`src/rtl/altio_pkg.sv`:
```
package altio_pkg;

  typedef struct packed {
    logic dataWr;
    logic dirWr;
    logic dataRd;
  } portStrobeT;

endpackage

```
`src/rtl/altio_ctrl.sv`:
```
module altio_ctrl
  import altio_pkg::*;
#(
  parameter int ADDR_W = 8,
  parameter logic [ADDR_W-1:0] DATA_ADDR = 8'h40,
  parameter logic [ADDR_W-1:0] DIR_ADDR = 8'h47
) (
  input  logic              clk,
  input  logic              rstN,
  input  logic [ADDR_W-1:0] busAddr,
  input  logic              busWrEn,
  input  logic              busRdEn,
  output portStrobeT        strobes
);

  logic hitData;
  logic hitDir;

  assign hitData = (busAddr == DATA_ADDR);
  assign hitDir  = (busAddr == DIR_ADDR);

  always_comb begin
    strobes        = '0;
    strobes.dataWr = busWrEn & hitData;
    strobes.dirWr  = busWrEn & hitDir;
    strobes.dataRd = busRdEn & hitData;
  end


  strobe_excl_chk: assert property (@(posedge clk) disable iff (!rstN)
    $onehot0({strobes.dataWr, strobes.dirWr}));


  dir_rd_quiet_chk: assert property (@(posedge clk) disable iff (!rstN)
    (busRdEn && busAddr == DIR_ADDR) |-> !strobes.dataRd);

endmodule

```
`src/rtl/altio_dp.sv`:
```
module altio_dp
  import altio_pkg::*;
#(
  parameter int PIN_W = 8,
  parameter logic [PIN_W-1:0] DIR_RST = 8'hC0,
  parameter logic [PIN_W-1:0] LATCH_RST = 8'h00,
  localparam int ALT_W = PIN_W - 2
) (
  input  logic             clk,
  input  logic             rstN,
  input  portStrobeT       strobes,
  input  logic [PIN_W-1:0] wrData,
  input  logic             auxBusEn,
  input  logic [ALT_W-1:0] auxIoAddr,
  input  logic             slaveEn,
  input  logic [ALT_W-1:0] slaveDrive,
  input  logic             serAClkEn,
  input  logic             serAClk,
  input  logic             serBClkEn,
  input  logic             serBClk,
  input  logic [PIN_W-1:0] pinIn,
  output logic [PIN_W-1:0] pinOut,
  output logic [PIN_W-1:0] pinOe,
  output logic [PIN_W-1:0] rdData
);

  logic [PIN_W-1:0] dirReg;
  logic [PIN_W-1:0] latchReg;
  logic [PIN_W-1:0] syncA;
  logic [PIN_W-1:0] syncQ;
  logic [PIN_W-1:0] rdVal;
  logic             slaveEff;

  always_ff @(posedge clk) begin
    if (!rstN) begin
      dirReg   <= DIR_RST;
      latchReg <= LATCH_RST;
    end else begin
      if (strobes.dirWr)  dirReg   <= wrData;
      if (strobes.dataWr) latchReg <= wrData;
    end
  end

  always_ff @(posedge clk) begin
    syncA <= pinIn;
    syncQ <= syncA;
  end

  assign slaveEff = slaveEn & ~auxBusEn;

  for (genvar i = 0; i < PIN_W; i++) begin : g_pin
    if (i == 0) begin : g_serb
      assign pinOut[i] = serBClkEn ? serBClk : latchReg[i];
      assign pinOe[i]  = serBClkEn | dirReg[i];
      assign rdVal[i]  = syncQ[i];
    end else if (i == 1) begin : g_sera
      assign pinOut[i] = serAClkEn ? serAClk : latchReg[i];
      assign pinOe[i]  = serAClkEn | dirReg[i];
      assign rdVal[i]  = syncQ[i];
    end else begin : g_alt
      assign pinOut[i] = auxBusEn ? auxIoAddr[i-2]
                       : slaveEn ? slaveDrive[i-2] : latchReg[i];
      assign pinOe[i]  = auxBusEn | slaveEn | dirReg[i];
      if (i >= PIN_W - 2) begin : g_top
        assign rdVal[i] = slaveEff ? slaveDrive[i-2] : syncQ[i];
      end else begin : g_low
        assign rdVal[i] = syncQ[i];
      end
    end
  end

  assign rdData = strobes.dataRd ? rdVal : '0;


  rst_dir_chk: assert property (@(posedge clk) disable iff (!rstN)
    $rose(rstN) |-> (dirReg == DIR_RST));


  data_wr_chk: assert property (@(posedge clk) disable iff (!rstN)
    strobes.dataWr |=> (latchReg == $past(wrData)));


  dir_wr_chk: assert property (@(posedge clk) disable iff (!rstN)
    strobes.dirWr |=> (dirReg == $past(wrData)));


  dir_hold_chk: assert property (@(posedge clk) disable iff (!rstN)
    !strobes.dirWr |=> $stable(dirReg));


  latch_hold_chk: assert property (@(posedge clk) disable iff (!rstN)
    !strobes.dataWr |=> $stable(latchReg));


  serial_pri_chk: assert property (@(posedge clk) disable iff (!rstN)
    serBClkEn |-> (pinOe[0] && pinOut[0] == serBClk));

endmodule

```
`src/rtl/altio_port.sv`:
```
module altio_port
  import altio_pkg::*;
#(
  parameter int ADDR_W = 8,
  parameter int PIN_W = 8,
  parameter logic [ADDR_W-1:0] DATA_ADDR = 8'h40,
  parameter logic [ADDR_W-1:0] DIR_ADDR = 8'h47,
  parameter logic [PIN_W-1:0] DIR_RST = 8'hC0,
  parameter logic [PIN_W-1:0] LATCH_RST = 8'h00,
  localparam int ALT_W = PIN_W - 2
) (
  input  logic              clk,
  input  logic              rstN,
  input  logic [ADDR_W-1:0] busAddr,
  input  logic              busWrEn,
  input  logic              busRdEn,
  input  logic [PIN_W-1:0]  busWrData,
  output logic [PIN_W-1:0]  busRdData,
  input  logic              auxBusEn,
  input  logic [ALT_W-1:0]  auxIoAddr,
  input  logic              slaveEn,
  input  logic [ALT_W-1:0]  slaveDrive,
  input  logic              serAClkEn,
  input  logic              serAClk,
  input  logic              serBClkEn,
  input  logic              serBClk,
  input  logic [PIN_W-1:0]  pinIn,
  output logic [PIN_W-1:0]  pinOut,
  output logic [PIN_W-1:0]  pinOe
);

  portStrobeT strobes;

  altio_ctrl #(
    .ADDR_W(ADDR_W), .DATA_ADDR(DATA_ADDR), .DIR_ADDR(DIR_ADDR)
  ) ctrl_i (
    .clk(clk), .rstN(rstN), .busAddr(busAddr), .busWrEn(busWrEn),
    .busRdEn(busRdEn), .strobes(strobes)
  );

  altio_dp #(
    .PIN_W(PIN_W), .DIR_RST(DIR_RST), .LATCH_RST(LATCH_RST)
  ) dp_i (
    .clk(clk), .rstN(rstN), .strobes(strobes), .wrData(busWrData),
    .auxBusEn(auxBusEn), .auxIoAddr(auxIoAddr), .slaveEn(slaveEn),
    .slaveDrive(slaveDrive), .serAClkEn(serAClkEn), .serAClk(serAClk),
    .serBClkEn(serBClkEn), .serBClk(serBClk), .pinIn(pinIn),
    .pinOut(pinOut), .pinOe(pinOe), .rdData(busRdData)
  );

endmodule

```
`config.mk`:
```
export PLATFORM = sky130hd
export DESIGN_NAME = altio_port
export DESIGN_NICKNAME = d
export VERILOG_FILES = /design/src/rtl/altio_pkg.sv /design/src/rtl/altio_ctrl.sv /design/src/rtl/altio_dp.sv /design/src/rtl/altio_port.sv
export SDC_FILE = /design/constraint.sdc
export NUM_CORES = 1
export LEC_CHECK = 0
export BUFFER_PORTS_ARGS = -buffer_cell sky130_fd_sc_hd__buf_2
export CAP_MARGIN = 20
export CORE_UTILIZATION = 46
export DETAILED_ROUTE_END_ITERATION = 16
export PLACE_DENSITY = 0.83
export RECOVER_POWER = 25
export REMOVE_ABC_BUFFERS = 1
export SYNTH_ARGS = -nofsm -noshare
export SYNTH_HDL_FRONTEND = slang
export SYNTH_SLANG_ARGS = --single-unit
export TNS_END_PERCENT = 10
```
`constraint.sdc`:
```
create_clock -name clk -period 3.1 [get_ports clk]
set_input_delay 0.93 -clock clk [delete_from_list [all_inputs] [get_ports clk]]
set_output_delay 0.93 -clock clk [all_outputs]
set_load 0.01 [all_outputs]
```
After elaboration in Yosys (flattened, before gate mapping)
Index checks and enable logic that the tools add are counted.

cells by class
  bitwise logic cells = 14
  muxes and demuxes = 17
  equality and inequality tests = 2

operators with widths
  operator                                                               number
  8-bit by 7-bit equality test with 1-bit output, second input constant  2
  1-bit two-way mux                                                      16
  1-bit OR                                                               9
  8-bit two-way mux                                                      1
  1-bit bitwise AND                                                      4
  1-bit NOT                                                              1

storage, ports and cells
  flip-flop bits (word level) = 32
  input bits = 46
  output and inout bits = 24

Depth between registers and ports, before layout
  depth in word-level cells = 4
  gate-level depth with buffers = 4
  gate-level depth less buffers = 3

Modules after synthesis
From an unflattened synthesis, not the netlist that was laid out.

unflattened totals
  cells, all modules = 116
  area, all modules = 1,258.7 um^2

modules (own cells, without submodules)
  module      area an instance (um^2)  times used  sequential area each (um^2)  cells each
  altio_dp    1,192.4                  1           640.6                        108
  altio_ctrl  66.3                     1           0.0                          8

Worst setup path before layout
OpenSTA, ideal clock, no wires.

  kind = input to output
  start = input busAddr[0]
  end = output busRdData[6]
  data required time = 2,170 ps
  path slack = 456 ps
  cell stages on the path = 3
  data arrival time = 1,714 ps
  path through = nor4b_1 and3_1 nor2b_1

between the ends
  cells in the longest elaborated chain, start to end = 3

ends and longest elaborated chain
  item                                            RTL line          source
  start, declared                                 altio_port.sv:14  input logic [ADDR_W-1:0] busAddr,
  8-bit by 7-bit equality test with 1-bit output  altio_ctrl.sv:19  assign hitData = (busAddr == DATA_ADDR);
  1-bit bitwise AND                               altio_ctrl.sv:26  strobes.dataRd = busRdEn & hitData;
  8-bit two-way mux                               altio_dp.sv:72    assign rdData = strobes.dataRd ? rdVal : '0;
  end, declared                                   altio_port.sv:18  output logic [PIN_W-1:0] busRdData,

No other way between the ends.

Worst setup path in the final report
  start = input busAddr[0]
  end = output busRdData[1]

The elaborated chain is that of the path after synthesis.

==> results.cfg <==
[critical_path]
worst-r2r-setup-slack_ps = 2450
critPathMaxFanout = 8
ff2ff_path_depth = 2
type_of_element_capturing_the_critical_path = primary output
cp.arrival_ps = 2010
crit_path_start_kind = input pin
setup.worst_path.start = busAddr[0]
r2r_end = dp_i.dirReg[1]$_SDFFE_PN0P_
worstSetupEndpoint = busRdData[1]
worstPathRequired_ps = 2170
criticalPathCategory = input pin to primary output
crit_reg_reg_startpoint = dp_i.dirReg[1]$_SDFFE_PN0P_

[floorplan]
core.rowCount = 18
ioPinCount = 70
die_w_um = 54.3
coreArea_mm2 = 0.00252
initial_core_util = 0.499
die_area_mm2 = 0.00295
die_height_um = 54.3

[clock_network]
tritoncts.num_buffers = 5
cts_hold_repair.buffers = 0
ctsLongestPathBuffers = 2
post_cts.repair.setup_buffers = 0
clkLatencyLatePin_ps = 320
cts-htree-levels = 2
post_cts.resized_instances = 0
cts.sink_count = 32
clockRootBuffer = clkbuf_4
clock_tree_from_tritoncts = built
clock_pin_slew_of_the_registers_on_the_worst_case_setup_and_hold_paths_ps = 90

[sta]
finalSetupViolCount = 0
slew_headroom = 0.643
tns_ps = 0
clock_skew_ps = 2.78
fin_crit_sh = 0.949
worstMarginPinSlew_ps = 533
final_hold_violation_count = 0
fin_worst_hold_slack_ps = 336
timing_max_transition_violations_final = 0
fmaxAchievable_mhz = 340
grt_setup_unrepaired = false
finalCriticalPeriod_ps = 2940

[global_route]
antenna_found_initial = 0
globalRoute.totalOverflow = 0
global_route_wire_length_before_repair_um = 4140
grt_start_max_net_pins = 27
global_route_total_usage_across_every_layer = 0.206
first_global_vias = 1042

[power_and_ir_drop]
switchingPower_mw = 0.180
sequentialPowerShare = 0.523
power.total_mw = 0.812
p_per_area_mw_per_mm2 = 477
cell_int_power_mw = 0.632
switch_share = 0.222
vdd_ir_drop_max_mv = 0.387
power.combinational.fraction = 0.099
clock_power_share = 0.379
power.leakage_nw = 0.796

[routing]
antenna_violating_nets_post_route = 0
via_count = 1110
routed_wire_length_per_instance_um = 11.8
drt-total-wl_um = 2690
drcViolationCount = 0
detail_route.iter0.violations = 13
first_pass_iters = 4
routed_via_density = 4.87

[final_layout]
drive_above_1_share = 0.424
design_area_mm2 = 0.00170
num_antenna_cells = 0
num-nets-final = 243
finalCoreUtilization = 0.676
layout-area-overhead-vs-synth_pct = 35.5

[place]
gp_congestion = 0.740
port_buffers = 69
placed_area_mm2 = 0.00162
detailed_place_hpwl_um = 2130

[synth]
synthTopCellsByCount = 32 x dfxtp_1, 28 x nand2_1, 24 x mux2i_1, 7 x nor2b_1
yosys.area.top_type = dfxtp_1
synth_top_area_frac = 0.509
post_synth_num_cell_types = 18
synth.area.top_cells = dfxtp_1 51%, mux2i_1 19%, nand2_1 8.4%
synthesis.area_per_instance_um2 = 9.98
syn-cell-area_mm2 = 0.00126
synth.most_common_cell = dfxtp_1
synth-edff-count = 0
netlist_instances = 126
yosys_most_used_dff = dfxtp_1
ys_async_sr_fraction = 0
synth-seq-cells = 32
yosysWarningCount = 0
synth_sequential_area_ratio = 0.509

[status]
run_status = completed

[min_path]
worstHoldPathCells = 0
holdCritPathClass = flop to flop

[run]
max_cap_viol_count = 0
## stage by stage
stage | std cells | worst slack, ps
after floorplan | 120 | 456
after global placement | 220 | 226
after detailed placement | 220 | 167
after CTS | 228 | 156
after global routing | 228 | 47.1
final | 228 | 159
## power by group through the flow
stage	Sequential [mW]	Clock, mW	Combinational [mW]
finish	0.424	0.307	0.0803
global route	0.426	0.329	0.0906
CTS	0.425	0.315	0.0815
detailed placement	0.434	0	0.0812
global placement	0.433	0	0.0779
floorplan	0.433	0	0.0284
## cells by family (layout without fill, tap and decap cells)
group / Yosys count / after routing / share of synthesized area
multiplexers: 26 / 26 / 0.209
flip-flops: 32 / 32 / 0.509
AND/OR/NAND/NOR: 56 / 56 / 0.239
buffers and inverters: 6 / 78 / 0.0189
AO/OA/AOI/OAI: 6 / 6 / 0.0239
## sequential cells by signal (all words and copies together) (netlist names)
register,cells
dp_i.syncA,8
dp_i.latchReg,8
dp_i.syncQ,8
dp_i.dirReg,8
## layout make-up
type	instances	area, um^2
fill	224	818
sequential	32	641
multi-input combinational	88	593
timing repair buffer	70	353
clock inverter	3	42.5
clock buffer	5	37.5
tap	30	37.5
## layout by cell type, fill, tap and decap left out, types with 2 or more instances in the layout
cell,count
mux2i_1,24
o21ai_0,6
buf_2,69
mux2_2,2
or2_2,2
dfxtp_1,32
and2_1,6
clkbuf_4,5
nor2b_1,7
and3_1,2
or3_1,6
nand2_1,28
## worst min-delay path by stage
stage	startpoint	end	slack, ps
floorplan	dp_i.syncA[0]$_DFF_P_	dp_i.syncQ[0]$_DFF_P_	310
global placement	dp_i.syncA[0]$_DFF_P_	dp_i.syncQ[0]$_DFF_P_	310
detailed placement	dp_i.syncA[6]$_DFF_P_	dp_i.syncQ[6]$_DFF_P_	310
CTS	dp_i.syncA[6]$_DFF_P_	dp_i.syncQ[6]$_DFF_P_	330
global route	dp_i.syncA[6]$_DFF_P_	dp_i.syncQ[6]$_DFF_P_	340
finish	dp_i.syncA[6]$_DFF_P_	dp_i.syncQ[6]$_DFF_P_	340
## routing by layer
layer  track usage  up-vias  wire [um]
met5             0        -          0
met4        0.0940        0         20
met3        0.0611        2        152
met2         0.402       39       1530
met1         0.192      498        990
li1              -      571          -
## worst max-delay path: stages
cell and delay (ps):
buf_2 100, nor4b_1 350, and3_1 330, and2_1 170
buf_2 130
(Power assumes the default switching activity.)
